$ cat src/rtl/ilk_pkg.sv
package ilk_pkg;
  localparam int ILEN = 32;
  localparam int RAW  = 5;

  localparam logic [6:0] OPC_ALU   = 7'b0110011;
  localparam logic [6:0] OPC_ALUI  = 7'b0010011;
  localparam logic [6:0] OPC_LOAD  = 7'b0000011;
  localparam logic [6:0] OPC_STORE = 7'b0100011;
  localparam logic [6:0] OPC_BR    = 7'b1100011;
  localparam logic [6:0] OPC_LUI   = 7'b0110111;
  localparam logic [6:0] OPC_AUIPC = 7'b0010111;
  localparam logic [6:0] OPC_JAL   = 7'b1101111;
  localparam logic [6:0] OPC_JALR  = 7'b1100111;

  // one downstream stage entry
  typedef struct packed {
    logic           v;
    logic           wen;
    logic [RAW-1:0] dst;
  } stg_t;
endpackage

$ cat src/rtl/ilk_decode.sv
module ilk_decode
  import ilk_pkg::*;
(
  input  logic [ILEN-1:0] instr,
  output logic [RAW-1:0]  dst,
  output logic [RAW-1:0]  src1,
  output logic [RAW-1:0]  src2,
  output logic            wen,
  output logic            rd_en1,
  output logic            rd_en2
);
  logic nz;

  always_comb begin
    dst    = instr[11:7];
    src1   = instr[19:15];
    src2   = instr[24:20];
    nz     = (instr[11:7] != '0);
    wen    = 1'b0;
    rd_en1 = 1'b0;
    rd_en2 = 1'b0;
    case (instr[6:0])
      OPC_ALU: begin
        wen = nz; rd_en1 = 1'b1; rd_en2 = 1'b1;
      end
      OPC_ALUI, OPC_LOAD: begin
        wen = nz; rd_en1 = 1'b1;
      end
      OPC_LUI:             wen = nz;
      OPC_AUIPC, OPC_JAL:  wen = 1'b1;
      OPC_JALR: begin
        wen = 1'b1; rd_en1 = 1'b1;
      end
      OPC_STORE, OPC_BR: begin
        rd_en1 = 1'b1; rd_en2 = 1'b1;
      end
      default: ;
    endcase
  end
endmodule

$ cat src/rtl/ilk_match.sv
module ilk_match
  import ilk_pkg::*;
#(
  parameter int NSTG = 3
)(
  input  stg_t [NSTG-1:0] stg,
  input  logic            dvalid,
  input  logic [RAW-1:0]  src1,
  input  logic [RAW-1:0]  src2,
  input  logic            rd_en1,
  input  logic            rd_en2,
  output logic            stall
);
  logic [NSTG-1:0] hit1, hit2;

  for (genvar i = 0; i < NSTG; i++) begin : g_cmp
    assign hit1[i] = stg[i].wen && (stg[i].dst == src1);
    assign hit2[i] = stg[i].wen && (stg[i].dst == src2);
  end

  assign stall = dvalid && ((rd_en1 && (|hit1)) || (rd_en2 && (|hit2)));
endmodule

$ cat src/rtl/ilk_stages.sv
module ilk_stages
  import ilk_pkg::*;
#(
  parameter int NSTG = 3
)(
  input  logic            clk,
  input  logic            rst,
  input  logic            bubble,
  input  stg_t            from_dec,
  output stg_t [NSTG-1:0] stg
);
  for (genvar i = 0; i < NSTG; i++) begin : g_stg
    always_ff @(posedge clk) begin
      if (rst) begin
        stg[i] <= '0;
      end else if (i == 0) begin
        stg[i] <= bubble ? stg_t'('0) : from_dec;
      end else begin
        stg[i] <= stg[(i == 0) ? 0 : i-1];
      end
    end
  end
endmodule

$ cat src/rtl/ilk_ctrl.sv
module ilk_ctrl
  import ilk_pkg::*;
#(
  parameter int CMP_STAGES = 3
)(
  input  logic            clk,
  input  logic            rst,
  input  logic            in_valid,
  input  logic [31:0]     in_instr,
  output logic            stall,
  output logic            dec_valid,
  output logic [31:0]     dec_instr,
  output logic            ex_valid,
  output logic            ex_wen,
  output logic [4:0]      ex_dst,
  output logic            mem_valid,
  output logic            mem_wen,
  output logic [4:0]      mem_dst,
  output logic            wb_valid,
  output logic            wb_wen,
  output logic [4:0]      wb_dst
);
  localparam int EXI = 0;
  localparam int MAI = 1;
  localparam int WBI = CMP_STAGES - 1;

  logic [RAW-1:0] d_dst, d_src1, d_src2;
  logic           d_wen, d_re1, d_re2;
  stg_t           d_info;
  stg_t [CMP_STAGES-1:0] stg;

  // decode register: held while interlocked
  always_ff @(posedge clk) begin
    if (rst) begin
      dec_valid <= 1'b0;
      dec_instr <= '0;
    end else if (!stall) begin
      dec_valid <= in_valid;
      dec_instr <= in_instr;
    end
  end

  ilk_decode dec_u (
    .instr  (dec_instr),
    .dst    (d_dst),
    .src1   (d_src1),
    .src2   (d_src2),
    .wen    (d_wen),
    .rd_en1 (d_re1),
    .rd_en2 (d_re2)
  );

  assign d_info.v   = dec_valid;
  assign d_info.wen = dec_valid && d_wen;
  assign d_info.dst = d_dst;

  ilk_match #(.NSTG(CMP_STAGES)) cmp_u (
    .stg    (stg),
    .dvalid (dec_valid),
    .src1   (d_src1),
    .src2   (d_src2),
    .rd_en1 (d_re1),
    .rd_en2 (d_re2),
    .stall  (stall)
  );

  ilk_stages #(.NSTG(CMP_STAGES)) pipe_u (
    .clk      (clk),
    .rst      (rst),
    .bubble   (stall),
    .from_dec (d_info),
    .stg      (stg)
  );

  assign ex_valid  = stg[EXI].v;
  assign ex_wen    = stg[EXI].wen;
  assign ex_dst    = stg[EXI].dst;
  assign mem_valid = stg[MAI].v;
  assign mem_wen   = stg[MAI].wen;
  assign mem_dst   = stg[MAI].dst;
  assign wb_valid  = stg[WBI].v;
  assign wb_wen    = stg[WBI].wen;
  assign wb_dst    = stg[WBI].dst;
endmodule

$ cat config.mk
export PLATFORM = sky130hd
export DESIGN_NAME = ilk_ctrl
export DESIGN_NICKNAME = d
export VERILOG_FILES = /design/src/rtl/ilk_pkg.sv /design/src/rtl/ilk_decode.sv /design/src/rtl/ilk_match.sv /design/src/rtl/ilk_stages.sv /design/src/rtl/ilk_ctrl.sv
export SDC_FILE = /design/constraint.sdc
export NUM_CORES = 1
export LEC_CHECK = 0
export BUFFER_PORTS_ARGS = -buffer_cell sky130_fd_sc_hd__buf_2
export CAP_MARGIN = 15
export CORE_MARGIN = 4
export CORE_UTILIZATION = 30
export CTS_BUF_LIST = sky130_fd_sc_hd__clkbuf_2
export DETAILED_ROUTE_END_ITERATION = 8
export HOLD_SLACK_MARGIN = 0.03
export PLACE_DENSITY = 0.52
export SLEW_MARGIN = 20
export SYNTH_ARGS = -nofsm -noshare
export SYNTH_HDL_FRONTEND = slang
export SYNTH_SLANG_ARGS = --single-unit
$ cat constraint.sdc
create_clock -name clk -period 2.2 [get_ports clk]
set_input_delay 0.11 -clock clk [delete_from_list [all_inputs] [get_ports clk]]
set_output_delay 0.11 -clock clk [all_outputs]
set_load 0.01 [all_outputs]
==> metrics.txt, run 1 <==
row count=32; final wirelength=7820 um; via count=2414; core area=roughly 0.008 mm^2; Synth area leader=dfxtp_1; Die Ht=between 90 and 100 um; Post-Syn Area=about 0.0024 mm^2; Final Cycle Share=1.00; post-synth cell types=35; RePlAce Congestion=0.815; first-pass detailed-route iteration total=5; cell breakdown of the critical path=buf_4 -> xnor2_1 -> and3_4 -> or3_4 -> a31o_4 -> buf_6; fmax=approximately 450 MHz; Crit Reg-Reg Endpoint=dec_instr[13]$_SDFFE_PP0N_; status=finished, violations left; Critical Path RT=between 2000 and 2500 ps; largest cells by area after synthesis=dfxtp_1, xor2_1, nand3_1; Ports=90; crit-path max cell delay=around 430 ps; post-synthesis sequential area ratio=0.444; critical path arrival=2100 ps; worst setup slack after layout=-10.9 ps; fin nets=about 440; worst reg-to-reg setup slack=around 50 ps; type of the worst min-delay path=input port to register; Max VDD drop=0.351 mV; initial antenna violation count=0; Syn Inst Count=approximately 260; Post-synth EDFFs=0; vias in the first global route=2339; most frequent cells in the layout=buf_2, nand3_1, dfxtp_1, dlygate4sd3_1, buf_4; largest net degree at the start of global routing=31; critical path startpoint category=register; Lkg Pwr=between 1.5 and 2 nW; Fin. Hold Viols=0; final instance area=0.00377 mm^2; Post-synth ARST share=0; footprint of the multi-input gates=0.00133 mm^2; R2R cell count=10; number of CTS-inserted buffers=5; PortBufs=89; Max stage delay cell, worst path=dfxtp_4; Final Util=0.483; Fillers=~770; Critical Path End Type=output port; failing checks=setup timing; WHS Endpoint=pipe_u.stg[14]$_SDFF_PP0_; Cell Area, Placed=0.00301 mm^2; Post-synth top flop=dfxtp_1; leading cell type in the layout, fill and taps excluded=buf_2; register area=~0.0011 mm^2; DR vias/cell=approximately 4.8; post-route ant nets=0; width of the die=~98 um; hold path depth=2; routed wirelength normalized by instance count=roughly 16 um; Yosys top cell area share=0.444; Final setup viols=1; worst rel slew slack=0.537; RSZ-0062 raised after global routing=true; Slew Viols, Final=0; worst r2r src=dec_instr[16]$_SDFFE_PP0N_; fin crit period=roughly 2200 ps; all-layer global routing usage=0.153; CTS H-Tree Depth=2; hold path startpoint=rst; Crit path max-delay family=simple AND/OR/NAND/NOR gates; drt drc=0; skew final=22.8 ps; DRT iter0 DRCs=roughly 120; CP Max Fanout=3; dpl hpwl=about 5400 um; CTS Sinks=54; Starting Density=0.312; TritonCTS clock tree=done; clock tree buffer depth=2; global-route wire length before repair=12100 um; Area growth syn-to-layout=54.7%; Total Power=roughly 1.9 mW; GRT overflow=0; share of cells above drive strength 1=0.493; Clk Latency, worst-skew pair=between 400 and 500 ps; flops & latches, synth=54; Die Area=approximately 0.0096 mm^2; setup_tns=-10.9 ps; clk slew on worst S/H paths=280 ps; pwr dens=496 mW/mm^2; Antenna Cells=0; Setup CP Type=register to output port; max capacitance violation total=0; Post-Syn Area per Cell=roughly 9.3 um^2; Worst-Margin Slew=roughly 690 ps; clk root buf=clkbuf_2; buffers and inverters on the worst path=2; synthesis warning total=0; Net Count, Synth=297
cells by family after synthesis:
| kind of cell | share of synthesized area |
|---|---|
| simple gates | 0.191 |
| compound gates | 0.199 |
| buf+inv | 0.0585 |
| flops | 0.444 |
| xor+xnor | 0.108 |
report_power, final:
group | total, mW | internal, mW | switching [mW]
logic | 0.279 | 0.158 | 0.120
clock network | 0.521 | 0.195 | 0.327
registers | 1.07 | 1.02 | 0.0535
flip-flops by register name, indices dropped and copies added, names as in the netlist:
signal	count
dec_valid	1
pipe_u.stg	21
dec_instr	32
worst max-delay path by stage:
stage | cells past startpoint | from | end
after floorplan | 7 | dec_instr[18]$_SDFFE_PP0N_ | dec_instr[3]$_SDFFE_PP0N_
after global placement | 8 | dec_instr[16]$_SDFFE_PP0N_ | dec_instr[16]$_SDFFE_PP0N_
after detailed placement | 7 | dec_instr[18]$_SDFFE_PP0N_ | dec_instr[24]$_SDFFE_PP0N_
after CTS | 6 | dec_instr[24]$_SDFFE_PP0N_ | stall
after global routing | 6 | dec_instr[18]$_SDFFE_PP0N_ | stall
final | 6 | dec_instr[20]$_SDFFE_PP0N_ | stall
synthesized netlist by cell type, types with 5 or more instances:
master and instances:
a21oi_1 18, a21oi_2 13, buf_2 6, buf_4 5, clkbuf_1 9, dfxtp_1 54
nand3_1 34, nor2_1 5, nor2b_1 15, nor3b_1 6, nor4_1 6, o21ai_1 19
o21ai_2 8, xnor2_1 6, xor2_1 24
stage by stage:
| step | setup WS (ps) | instances | hold WS (ps) |
|---|---|---|---|
| 3_3_place_gp | 124 | 446 | 339 |
| 3_5_place_dp | 102 | 446 | 340 |
| 4_1_cts | -29.8 | 493 | 143 |
| 5_1_grt | -100 | 504 | 162 |
| 6_report | -10.9 | 504 | 161 |
| 2_1_floorplan | 316 | 262 | 237 |
per-layer routing:
layer  global-route usage  part of all wire  up-vias
met5                    0                 0        -
met4               0.0420             0.012        0
met3               0.0336             0.070        8
met2                0.249              0.47       83
met1                0.207              0.45     1125
li1                     -                 -     1198
timing repair:
item                                    in CTS  in global routing
gates resized for setup                     28                 48
endpoints found under the hold margin       33                  0
gates cloned                                 0                  3
endpoints found under the setup margin       1                 32
pin swaps                                    7                 16
hold buffers                                33                  0
setup buffers                                6                  8
final cells by class:
cell class / count / area share
multi-input combinational: 183 / 0.352
sequential: 54 / 0.302
timing repair buffer: 155 / 0.291
tap: 102 / 0.0339
clock inverter: 3 / 0.0116
clock buffer: 5 / 0.00664
inverter: 2 / 0.00199
Power figures use the tool's default switching activity.
==> inputs of run 2 (changes only) <==
- CTS_BUF_LIST: sky130_fd_sc_hd__clkbuf_2 -> default
==> run 2 against run 1 <==
Net effect: the flow now finishes without violations; final cell count fell by 8.5%; fmax rose by 5.4%; clock skew fell by 15 ps; setup slack improved by 110 ps; wire length fell by 7.8%; critical path depth did not move; utilization fell by 7.0 points; final area fell by 15%.
==> metrics.txt, run 2 (synthesis gave the netlist of run 1 again) <==
status=finished, final reports clean; GRT overflow=0 (unchanged); Crit Reg-Reg Endpoint=dec_instr[17]$_SDFFE_PP0N_; CTS H-Tree Depth=2 (unchanged); clk slew on worst S/H paths=100 ps (-180 ps); non-filler cells, final=461 (-8.5%); global-route wire length before repair=11400 um (-5.5%); Fin. Hold Viols=0 (unchanged); core area=0.00781 mm^2 (unchanged); row count=32 (unchanged); Critical Path End Type=output port; Clk Latency, worst-skew pair=310 ps (-140 ps); post-route ant nets=0 (unchanged); Die Ht=98.1 um (unchanged); DRT iter0 DRCs=122 (+6.1%); Top Registers=dec_instr x32, pipe_u.stg x21, dec_valid x1; max reg flops=32 (unchanged); hold path depth=3 (+1); setup_tns=0 ps (+10.9 ps); Starting Density=0.312 (unchanged); Final setup viols=0 (-1); fmax=477 MHz (+5.4%); width of the die=98.1 um (unchanged); pwr dens=613 mW/mm^2 (+24%); number of CTS-inserted buffers=5 (unchanged); register area=0.00110 mm^2 (-3.6%); clock tree buffer depth=2 (unchanged); footprint of the multi-input gates=0.00124 mm^2 (-6.9%); Lkg Pwr=1.52 nW (-12%); dpl hpwl=5420 um (unchanged); worst setup slack after layout=101 ps (+112 ps); final wirelength=7200 um (-7.8%); Cell Area, Placed=0.00301 mm^2 (unchanged); CTS Sinks=54 (unchanged); PortBufs=89 (unchanged); DR vias/cell=4.84 (+1.1%); RSZ-0062 raised after global routing=false; fin crit period=2100 ps (-112 ps); initial antenna violation count=0 (unchanged); R2R cell count=7 (-3); Max VDD drop=0.371 mV (+5.5%); cell breakdown of the critical path=xor2_1 -> nor4_1 -> and3_1 -> or3_4 -> a31o_2 -> buf_2; TritonCTS clock tree=done; Fin Hold WS=36.9 ps (-124 ps); Fillers=816 (+5.6%); crit-path max cell delay=410 ps (-20 ps); Post-Place Cells=446 (unchanged); clk root buf=clkbuf_8; leading cell type in the layout, fill and taps excluded=buf_2; Area growth syn-to-layout=32.2%; most frequent cells in the layout=buf_2, dfxtp_1, nand3_1; worst rel slew slack=0.540 (+0.00224); Setup CP Type=register to output port; all-layer global routing usage=0.147 (-0.00652); Critical Path RT=2090 ps (about the same); Final Cycle Share=0.954 (-0.0511); share of cells above drive strength 1=0.426 (-0.0664); via count=2232 (-7.5%); Worst-Margin Slew=691 ps (-3.35 ps); Max stage delay cell, worst path=dfxtp_2; Die Area=0.00963 mm^2 (unchanged); CP Max Fanout=4 (+1); Total Power=1.98 mW (+5.7%); critical path arrival=1990 ps (-110 ps); final instance area=0.00322 mm^2 (-15%); skew final=8.24 ps (-14.6 ps); hold path startpoint=in_instr[18]; RePlAce Congestion=0.815 (unchanged); first-pass detailed-route iteration total=5 (unchanged); worst reg-to-reg setup slack=130 ps (+80 ps); fin nets=393 (-9.9%); Antenna Cells=0 (unchanged); type of the worst min-delay path=input port to register; routed wirelength normalized by instance count=15.6 um (+0.78%); worst r2r src=dec_instr[18]$_SDFFE_PP0N_; Slew Viols, Final=0 (unchanged); WHS Endpoint=dec_instr[18]$_SDFFE_PP0N_; drt drc=0 (unchanged); Ports=90 (unchanged); Final Util=0.413 (-0.0700); critical path startpoint category=register; Place WS=102 ps (unchanged); vias in the first global route=2173 (-7.1%); max capacitance violation total=0 (unchanged); Reg with most FFs=dec_instr; largest net degree at the start of global routing=31 (unchanged)
[run 2: per-layer routing]
metal | vias to the layer above | GRT usage | routed length, um
met3 | 6 | 0.0371 | 440
met5 | - | 0 | 0
met2 | 66 | 0.230 | 3250
li1 | 1120 | - | -
met4 | 0 | 0.0473 | 101
met1 | 1040 | 0.199 | 3420
[run 2: layout make-up]
class,count,share of cell area
Clock inverter,3,0.0136
Tap cell,102,0.0396
Multi-Input combinational cell,183,0.384
Timing Repair Buffer,112,0.199
Inverter,2,0.00233
Sequential cell,54,0.341
Clock buffer,5,0.0214
[run 2: timing repair]
item	CTS	global route
gates cloned	0	0
hold buffers	5	1
gates resized for setup	3	12
setup endpoints to repair	1	17
endpoints found under the hold margin	5	1
setup buffers	0	1
pin swaps	0	2
[run 2: worst max path at each step]
| stage | start | endpoint |
|---|---|---|
| after global routing | dec_instr[15]$_SDFFE_PP0N_ | dec_instr[20]$_SDFFE_PP0N_ |
| final | dec_instr[24]$_SDFFE_PP0N_ | stall |
| after global placement | dec_instr[16]$_SDFFE_PP0N_ | dec_instr[16]$_SDFFE_PP0N_ |
| after CTS | pipe_u.stg[11]$_SDFF_PP0_ | stall |
| after floorplan | dec_instr[18]$_SDFFE_PP0N_ | dec_instr[3]$_SDFFE_PP0N_ |
| after detailed placement | dec_instr[18]$_SDFFE_PP0N_ | dec_instr[24]$_SDFFE_PP0N_ |
[run 2: where the power goes]
group          internal [mW]  switching, mW  total, mW  leakage, nW
combinational          0.117          0.108      0.225         1.02
sequential              1.02         0.0520       1.07        0.450
clock                  0.342          0.338      0.680       0.0585
total                   1.48          0.498       1.98         1.52
[run 2: critical path: cells and delay by family (launching register included)]
family / cells / cell delay [ps]
AOI/OAI and AO/OA: 1 / 240
xor gates and xnor gates: 1 / 180
buffers and inverters: 1 / 140
DFF: 1 / 410
and+or+nand+nor: 3 / 700
==> inputs of run 3 (changes only) <==
- GPL_TIMING_DRIVEN: default -> 0
==> run 3 against run 2 <==
Net effect: sequential power is essentially flat; final area shrank 1.6%; utilization shrank 0.64 points; die area is the same; first-iteration DRC count shrank 20%; final cell count grew 1.1%; combinational power shrank 4%; setup slack lost 12 ps; wire length grew 1.7%; critical path type is now register to register.
==> metrics.txt, run 3 (synthesis gave the netlist of run 1 again) <==
status=finished, final reports clean; share of cells above drive strength 1=0.426 (about the same); Top Registers=dec_instr x32, pipe_u.stg x21, dec_valid x1; initial antenna violation count=0 (unchanged); Final setup viols=0 (unchanged); footprint of the multi-input gates=0.00122 mm^2 (-1.2%); CP Max Fanout=10 (+6); Die Area=0.00963 mm^2 (unchanged); Fin. Hold Viols=0 (unchanged); Post-Place Cells=452 (+1.3%); fin nets=399 (+1.5%); buffers and inverters on the worst path=1 (unchanged); Final Cycle Share=0.959 (+0.00539); DRT iter0 DRCs=98 (-20%); Setup CP Type=register to register; non-filler cells, final=466 (+1.1%); leading cell type in the layout, fill and taps excluded=buf_2; RePlAce Congestion=0.895 (+9.8%); number of CTS-inserted buffers=5 (unchanged); Antenna Cells=0 (unchanged); Slew Viols, Final=0 (unchanged); vias in the first global route=2248 (+3.5%); crit-path max cell delay=450 ps (+40 ps); Final Util=0.406 (-0.00641); via count=2260 (+1.3%); Area growth syn-to-layout=30.2%; final wirelength=7330 um (+1.7%); worst setup slack after layout=89.6 ps (-11.9 ps); width of the die=98.1 um (unchanged); Die Ht=98.1 um (unchanged); type of the worst min-delay path=input port to register; max reg flops=32 (unchanged); cell breakdown of the critical path=xor2_1 -> nor4_1 -> nand3_1 -> a311o_2 -> buf_2 -> nand2_2 -> nor3b_1; number of cells on the critical path=7 (+1); row count=32 (unchanged); R2R cell count=7 (unchanged); critical path arrival=2290 ps (+300 ps); max capacitance violation total=0 (unchanged); TritonCTS clock tree=done; DR vias/cell=4.85 (+0.17%); Place WS=-97.3 ps (-199 ps); skew final=4.53 ps (-3.71 ps); first-pass detailed-route iteration total=4 (-1); post-route ant nets=0 (unchanged); fin crit period=2110 ps (+11.9 ps); fmax=474 MHz (-0.56%); CTS H-Tree Depth=2 (unchanged); clk root buf=clkbuf_8; worst rel slew slack=0.572 (+0.0319); Reg with most FFs=dec_instr; Total Power=1.83 mW (-7.7%); Max VDD drop=0.266 mV (-28%); global-route wire length before repair=11500 um (+0.66%); Clk Latency, worst-skew pair=300 ps (about the same); all-layer global routing usage=0.150 (+0.00289); Max stage delay cell, worst path=a311o_2; drt drc=0 (unchanged); Critical Path RT=2380 ps (+290 ps); Crit path max-delay family=simple AND/OR/NAND/NOR gates; Critical Path End Type=register; Starting Density=0.312 (unchanged); CTS Sinks=54 (unchanged); clk slew on worst S/H paths=90 ps (about the same); most frequent cells in the layout=buf_2, dfxtp_1, nand3_1; largest net degree at the start of global routing=16 (-48%); routed wirelength normalized by instance count=15.7 um (+0.63%); hold path depth=3 (unchanged); dpl hpwl=5430 um (+0.32%); Lkg Pwr=1.51 nW (-1.1%); Ports=90 (unchanged); Worst-Margin Slew=643 ps (-47.9 ps); GRT overflow=0 (unchanged); core area=0.00781 mm^2 (unchanged); clock tree buffer depth=2 (unchanged); PortBufs=88 (-1.1%); register area=0.00110 mm^2 (+0.11%); critical path startpoint category=register; pwr dens=575 mW/mm^2 (-6.2%); Fillers=865 (+6.0%)
run 3: cell types whose count changed in the layout (fill, tap and decap cells not counted), moves of 3 or more:
cell	delta
buf_4	-5
buf_2	+5
clkbuf_1	+7
dlygate4sd3_1	-4
clkbuf_2	+3
run 3: area by class of cell:
class,count,share of cell area
Tap cell,102,0.0402
Timing Repair Buffer,95,0.157
Clock inverter,1,0.00237
Inverter,2,0.00237
Buffer,23,0.0438
Clock buffer,6,0.0229
Multi-Input combinational cell,183,0.385
Sequential cell,54,0.347
run 3: path summary, 6_finish.rpt:
path | start | end | slack (ps)
max | dec_instr[18]$_SDFFE_PP0N_ | pipe_u.stg[0]$_SDFF_PP0_ | 90
min | in_instr[21] | dec_instr[21]$_SDFFE_PP0N_ | 50
max reg2reg | dec_instr[18]$_SDFFE_PP0N_ | pipe_u.stg[0]$_SDFF_PP0_ | 90
min reg2reg | pipe_u.stg[13]$_SDFF_PP0_ | pipe_u.stg[20]$_SDFF_PP0_ | 460
run 3: timing repair:
item,4_1_cts,5_1_grt
setup buffers,2,3
pin swaps,1,4
setup endpoints to repair,28,39
gates resized for setup,4,14
endpoints found under the hold margin,2,0
hold buffers,2,0
run 3: power by group:
| part | switching [mW] | total [mW] | internal (mW) |
|---|---|---|---|
| clock | 0.316 | 0.535 | 0.219 |
| combinational | 0.104 | 0.215 | 0.111 |
| sequential | 0.0551 | 1.07 | 1.02 |
run 3: metal layers:
layer	global-route usage	routed length [um]
met1	0.195	3400
met2	0.241	3310
met3	0.0379	499
met4	0.0536	115
met5	0	0
run 3: worst register-to-register path: stages (launching register included):
cell     delay, ps
dfxtp_2        370
xor2_1         170
nor4_1         310
nand3_1        270
a311o_2        450
buf_2          200
nand2_2        150
nor3b_1         70
run 3: stage by stage:
step / TNS [ps] / hold WS (ps) / instance area (um^2)
global placement: -493 / 342 / 3010
floorplan: 0 / 237 / 2440
global route: -16.5 / 34.3 / 3170
detailed placement: -1140 / 344 / 3010
finish: 0 / 46.2 / 3170
CTS: 0 / 32.0 / 3130
